`src/rtl/flash_unlock_ctrl.sv`:
```
module flash_unlock_ctrl #(
  parameter int ADDR_W = 21,
  parameter logic [7:0] KEY_A = 8'h55,
  parameter logic [7:0] KEY_B = 8'hAA
) (
  input  logic              clk,
  input  logic              rst_n,
  input  logic              warm_rst,
  input  logic              bus_sel,
  input  logic              bus_we,
  input  logic [2:0]        bus_addr,
  input  logic [7:0]        bus_wdata,
  output logic [7:0]        bus_rdata,
  output logic              fl_req,
  output logic              fl_erase,
  output logic              fl_flash_sel,
  output logic              fl_cfg_sel,
  output logic [ADDR_W-1:0] fl_addr,
  output logic [7:0]        fl_wdata,
  output logic              fl_rd,
  input  logic [7:0]        fl_rdata,
  input  logic              fl_done,
  output logic              cpu_stall,
  output logic              done_flag
);
  localparam int UP_W = ADDR_W - 16;
  localparam int PAD  = 8 - UP_W;
  localparam logic [2:0] A_CTRL = 3'd0, A_KEY = 3'd1, A_PLO = 3'd2,
                         A_PHI = 3'd3, A_PUP = 3'd4, A_LAT = 3'd5;

  typedef enum logic [1:0] {U_IDLE, U_GOT_A, U_ARMED} ustate_t;

  ustate_t            ust;
  logic               wren, busy, rd_q, erase, cfg, fsel, err, done_q;
  logic [ADDR_W-1:0]  ptr;
  logic [7:0]         latch;

  wire wr      = bus_sel & bus_we;
  wire ctrl_wr = wr && bus_addr == A_CTRL;
  wire key_a   = wr && bus_addr == A_KEY && bus_wdata == KEY_A;
  wire key_b   = wr && bus_addr == A_KEY && bus_wdata == KEY_B;
  wire go      = ctrl_wr && bus_wdata[1] && ust == U_ARMED && wren && !busy;

  always_ff @(posedge clk or negedge rst_n) begin
    if (!rst_n) ust <= U_IDLE;
    else if (warm_rst) ust <= U_IDLE;
    else if (bus_sel) begin
      if (key_a) ust <= U_GOT_A;
      else if (key_b && ust == U_GOT_A) ust <= U_ARMED;
      else ust <= U_IDLE;
    end
  end

  always_ff @(posedge clk or negedge rst_n) begin
    if (!rst_n) begin
      {wren, busy, rd_q, erase, cfg, fsel, err, done_q} <= '0;
      ptr   <= '0;
      latch <= '0;
    end else if (warm_rst) begin
      err <= err | busy;
      {wren, busy, rd_q, erase, cfg, fsel, done_q} <= '0;
      ptr   <= '0;
      latch <= '0;
    end else begin
      if (ctrl_wr) begin
        wren  <= bus_wdata[0];
        erase <= bus_wdata[3];
        cfg   <= bus_wdata[5];
        fsel  <= bus_wdata[6];
      end
      if (rd_q) begin
        rd_q  <= 1'b0;
        latch <= fl_rdata;
      end else begin
        if (ctrl_wr && bus_wdata[2] && !busy) rd_q <= 1'b1;
        if (wr && bus_addr == A_LAT) latch <= bus_wdata;
      end
      if (wr && bus_addr == A_PLO) ptr[7:0] <= bus_wdata;
      if (wr && bus_addr == A_PHI) ptr[15:8] <= bus_wdata;
      if (wr && bus_addr == A_PUP) ptr[ADDR_W-1:16] <= bus_wdata[UP_W-1:0];
      if (go) begin
        busy   <= 1'b1;
        done_q <= 1'b0;
      end else if (busy && fl_done) begin
        busy   <= 1'b0;
        done_q <= 1'b1;
      end
    end
  end

  always_comb begin
    case (bus_addr)
      A_CTRL:  bus_rdata = {1'b0, fsel, cfg, err, erase, rd_q, busy, wren};
      A_PLO:   bus_rdata = ptr[7:0];
      A_PHI:   bus_rdata = ptr[15:8];
      A_PUP:   bus_rdata = {{PAD{1'b0}}, ptr[ADDR_W-1:16]};
      A_LAT:   bus_rdata = latch;
      default: bus_rdata = 8'h00;
    endcase
  end

  assign fl_req       = busy;
  assign cpu_stall    = busy;
  assign done_flag    = done_q;
  assign fl_erase     = erase;
  assign fl_flash_sel = fsel;
  assign fl_cfg_sel   = cfg;
  assign fl_addr      = ptr;
  assign fl_wdata     = latch;
  assign fl_rd        = rd_q;

  AST_START_AFTER_KEYS: assert property (@(posedge clk) disable iff (!rst_n)
    $rose(busy) |-> $past(ust == U_ARMED));
  AST_START_NEEDS_WREN: assert property (@(posedge clk) disable iff (!rst_n)
    $rose(busy) |-> $past(wren));
  AST_STALL_HOLDS: assert property (@(posedge clk) disable iff (!rst_n)
    busy && !fl_done && !warm_rst |=> busy);
  AST_DONE_ENDS: assert property (@(posedge clk) disable iff (!rst_n)
    busy && fl_done && !warm_rst |=> !busy && done_q);
  AST_RD_PULSE: assert property (@(posedge clk) disable iff (!rst_n)
    rd_q |=> !rd_q);
  AST_ABORT_ERR: assert property (@(posedge clk) disable iff (!rst_n)
    warm_rst && busy |=> err && !busy);
  AST_ERR_STICKY: assert property (@(posedge clk) disable iff (!rst_n)
    err |=> err);
endmodule

```
`config.mk`:
```
export PLATFORM = sky130hd
export DESIGN_NAME = flash_unlock_ctrl
export DESIGN_NICKNAME = d
export VERILOG_FILES = /design/src/rtl/flash_unlock_ctrl.sv
export SDC_FILE = /design/constraint.sdc
export NUM_CORES = 1
export LEC_CHECK = 0
export BUFFER_PORTS_ARGS = -buffer_cell sky130_fd_sc_hd__buf_2
export CAP_MARGIN = 20
export CORE_MARGIN = 5
export CORE_UTILIZATION = 51
export CTS_CLUSTER_DIAMETER = 80
export DETAILED_ROUTE_END_ITERATION = 8
export PLACE_DENSITY = 0.86
export SYNTH_ARGS = -nofsm -noshare
export SYNTH_HDL_FRONTEND = slang
export SYNTH_SLANG_ARGS = --single-unit
```
`constraint.sdc`:
```
create_clock -name clk -period 1.4 [get_ports clk]
set_input_delay 0.28 -clock clk [delete_from_list [all_inputs] [get_ports clk]]
set_output_delay 0.28 -clock clk [all_outputs]
set_load 0.02 [all_outputs]
```
# Word-level counts from Yosys, hierarchy flattened
# Index checks and enable logic that the tools add are counted.
# totals
input_bits	25
output_inout_bits	44
register_bits	39
wordCells	78
# op_classes
muxes	29
reduce_logical	25
bitwise_logic	2
eq_ne	9
# ops
op	n
$mux 8	5
$pmux 8 s5	1
$mux 21	1
$mux 1	17
$logic_and 1x1->1	16
$reduce_bool 2->1	5
$eq 8x7->1 const B	1
$eq 8x8->1 const B	1
$mux 2	4
$eq 3x2->1 const B	2
$eq 3x3->1 const B	2
$reduce_bool 3->1	2
$mux 5	1
$eq 3x1->1 const B	1
$logic_not 3->1	1
$eq 2x1->1 const B	1
$eq 2x2->1 const B	1
$and 1x1->1	1
$logic_not 1->1	1
$or 1x1->1	1

# Logic depth before layout (Yosys ltp)
# logic_depth
word_depth	8
mapped_depth	6
depth_no_buf	3

# Least setup slack after synthesis
# OpenSTA, ideal clock, no wires.
# synth_timing
path_type	register to output
from	register rd_q, in the netlist fl_rd
to	output port bus_rdata[2]
required_time_ns	1.120
arrival_ns	1.411
n_path_buf	2
path_slack_ns	-0.291
stages_incl_launch_ff	5
path_cell_list	dfrtp_1 -> buf_2 -> clkbuf_1 -> a22oi_1 -> o221ai_1
# synth_via
elab_chain_len	1
# synth_rtl
item	line_no	text
from (decl)	34	logic wren, busy, rd_q, erase, cfg, fsel, err, done_q;
from (signal assigned)	56	{wren, busy, rd_q, erase, cfg, fsel, err, done_q} <= '0;
from (signal assigned)	61	{wren, busy, rd_q, erase, cfg, fsel, done_q} <= '0;
from (signal assigned)	72	rd_q <= 1'b0;
$pmux 8 s5	92	case (bus_addr)
to (decl)	13	output logic [7:0] bus_rdata,
# Every way passes these cells.

# Final worst setup path
# layout_timing
from	register busy, in the netlist cpu_stall
to	output port bus_rdata[1]
# layout_via
elab_chain_len	1
# layout_rtl
item	line_no	text
from (decl)	34	
from (signal assigned)	56	
from (signal assigned)	61	
from (signal assigned)	82	busy <= 1'b1;
$pmux 8 s5	92	
# Every way passes these cells.

==> flow_summary.yaml <==
synth:
  ys_types: 39
  yosysSeqAreaShare_pct: 44.5
  syn_inst: 235
  synth_area_per_cell_um2: 9.34
  ys_ff_latch: 39
  yosysWarnings: 0
  synth_top_cell_by_area: "dfrtp_1"
  netlist_area_mm2: 0.00219
  synth_fp_nets: 260
  synth_top_area_share_pct: 44.5
  synthTopCellsByArea: "dfrtp_1 (44%), nand3_1 (6.6%), o21ai_0 (6.4%)"
sta:
  timing.final.crit_share_pct: 123
  hold_viol: 0
  tightest_slew_ps: 507
  slew_headroom_pct: 66.2
  finalSetupTns_ps: -1770
  fin_ws_ps: -321
  slew_violations: 0
  rsz0062_at_grt: "yes"
  finClkSkew_ps: 7.80
  min_period_ps: 1720
  setup_violations: 14
  fmax_mhz: 581
die:
  die_height_um: 75.6
  start_util_pct: 53.7
  rows: 23
  coreArea_mm2: 0.00409
  die_x_um: 75.6
  die_area_mm2: 0.00572
  io_pins: 69
layout:
  regArea_um2: 978
  fillers: 239
  diodes: 0
  fin_cells: 387
  final_util_pct: 80.1
  final_nets: 361
  multi_input_area_mm2: 0.00123
  drive_gt1_share_pct: 47.8
  area_growth_pct: 49.1
drt:
  via_per_inst: 6.51
  wl_met1_um: 2940
  route.detailed.drc: 0
  wl_met2_um: 3850
  drt-initial-drc-count: 337
  top_layer_used: "met4"
  wl_met3_um: 907
  drt-total-wl_um: 7880
  postRouteAntennaNets: 0
  dr.pass1.iters: 5
  vias: 2520
  routedWlPerCell_um: 20.4
clock_network:
  path_clk_slew_ps: 80
  cts_tree: "yes"
  cts_hold_buf: 0
  cts_root_buffer: "clkbuf_8"
  insertion_delay_ps: 310
  cts.sinks: 39
  clockBufferDepth: 2
  cts-htree-levels: 2
  cts_made_buffers: 5
place:
  dpl_worst_slack_ps: -257
  dpl.cell_count: 362
  hpwl_um: 5190
  gp_congestion: 0.857
  portBuffers: 68
worst_setup_path:
  crit_chain: "mux2_4, a221oi_4, a21oi_4, buf_6"
  rr_startpoint: "cpu_stall"
  cp.required_ps: 1120
  crit_arrival_ps: 1440
  r2r_cells: 5
  cp-start-kind: "flop"
  critical_path_class: "flop to output pin"
  crit_path_end_kind: "output pin"
  worst_path_largest_cell_delay_ps: 420
  critPathSlowestCell: "dfrtp_2"
  r2r_slack_ps: -190
  worstReg2RegEnd: "done_flag"
  cp_max_fo: 2
global_routing:
  grt_pass1_wl_um: 12100
  antenna_found_initial: 0
  grt_max_degree: 40
  grt_pass1_vias: 2351
  gr-usage-all-layers_pct: 28.4
  grt_overflow: 0
status:
  violations: "negative setup slack"
  run_status: "finished, violations left"
pwr:
  power.density_mw_per_mm2: 732
  p_leak_nw: 1.50
  ir_drop_mv: 0.528
flow_run:
  cap_violations: 0
hold_path:
  hp-class: "input port to async pin"
## sequential cells by signal (all words and copies together) (netlist names)
name and flops:
done_flag 1, fl_addr 21, fl_cfg_sel 1, fl_wdata 8, fl_rd 1, fl_flash_sel 1
ust 2, wren 1, cpu_stall 1, fl_erase 1, err 1
## metal layers
layer,track usage (%),vias to the layer above
met2,44.5,191
met4,11.1,0
met3,6.46,27
li1,-,1091
met5,0,-
met1,38.3,1211
## layout by cell type, fill, tap and decap left out, types with 2 or more instances in the layout
cell type / synthesis / final
buf_2: 10 / 52
buf_4: 5 / 48
dfrtp_1: 39 / 37
nand3_1: 29 / 28
a21oi_1: 27 / 26
o21ai_0: 28 / 25
buf_6: 2 / 17
inv_1: 9 / 9
nor4_1: 9 / 9
a211oi_1: 8 / 8
a22oi_2: 0 / 7
a2111oi_0: 6 / 5
clkbuf_8: 0 / 5
nand2_1: 4 / 4
o221ai_4: 0 / 4
mux2_4: 0 / 3
nand2b_1: 3 / 3
mux2i_2: 0 / 3
buf_12: 1 / 3
nor2b_1: 2 / 2
o21ai_2: 0 / 2
a2111oi_1: 2 / 2
nor4bb_1: 2 / 2
nor2_1: 3 / 2
nand4b_1: 2 / 2
clkinvlp_4: 0 / 2
dfrtp_2: 0 / 2
## repair_timing
item / CTS / global route
resized for setup: 40 / 17
hold endpoints to repair: 0 / 0
cloned: 0 / 0
pin swaps: 12 / 9
setup buffers: 12 / 5
setup endpoints to repair: 11 / 14
## report_power, final
group / leakage (nW) / internal [W] / switching [W] / total (W)
registers: 0.539 / 0.00114 / 0.0000152 / 0.00116
logic: 0.916 / 0.000171 / 0.000264 / 0.000435
clock network: 0.0408 / 0.000356 / 0.000448 / 0.000804
## cells in the mapped netlist, drive strengths merged
| cell type | count |
|---|---|
| dfrtp | 39 |
| nand3 | 29 |
| a21oi | 28 |
| o21ai | 28 |
| buf | 18 |
| inv | 9 |
| nor4 | 9 |
| a2111oi | 8 |
| a211oi | 8 |
| clkbuf | 8 |
| a22oi | 7 |
| mux2i | 5 |
| nand2 | 4 |
| o221ai | 4 |
| mux2 | 3 |
| nand2b | 3 |
| nor2 | 3 |
| nand4b | 2 |
| nor2b | 2 |
| nor3 | 2 |
| nor3b | 2 |
| nor4bb | 2 |
| a21o | 1 |
| a221oi | 1 |
| a22o | 1 |
| a32o | 1 |
| and2 | 1 |
| and3 | 1 |
| and3b | 1 |
| nand3b | 1 |
| nand4bb | 1 |
| or2 | 1 |
| or4 | 1 |
| or4b | 1 |
## stage by stage
stage | hold slack, ps | area [µm²] | power (W)
final | 16.5 | 3270 | 0.00239
after global routing | 63.2 | 3270 | 0.00247
after CTS | 32.9 | 3170 | 0.00238
after detailed placement | 359 | 2840 | 0.00155
after global placement | 355 | 2840 | 0.00155
after floorplan | -15.6 | 2320 | 0.00137
## worst max path at each step
stage,end,slack (ps),from,depth (start not counted)
floorplan,bus_rdata[2],-20,bus_addr[1],5
global placement,bus_rdata[1],-190,bus_addr[1],5
detailed placement,fl_wdata[2],-260,bus_addr[2],6
CTS,bus_rdata[1],-350,cpu_stall,4
global route,bus_rdata[1],-360,cpu_stall,4
finish,bus_rdata[1],-320,cpu_stall,4
## area by class of cell
class | instances | area share, %
sequential | 39 | 29.9
inverter | 9 | 1.03
clock inverter | 3 | 0.726
tap | 50 | 1.91
multi-input combinational | 161 | 37.7
timing repair buffer | 120 | 26.6
clock buffer | 5 | 2.10
## critical path, delay by kind of cell, from the launching register on
family          cells  cell delay [ps]
flops               1              420
compound gates      2              310
mux                 1              290
buf+inv             1              130
## cells by family (layout without fill, tap and decap cells)
logic type / after synthesis / count (layout) / share of synthesized area (%)
AOI/OAI and AO/OA: 87 / 87 / 24.6
and+or+nand+nor: 66 / 66 / 18.3
DFF: 39 / 39 / 44.5
buffers and inverters: 35 / 137 / 8.84
muxes: 8 / 8 / 3.82
Power figures use the tool's default switching activity.
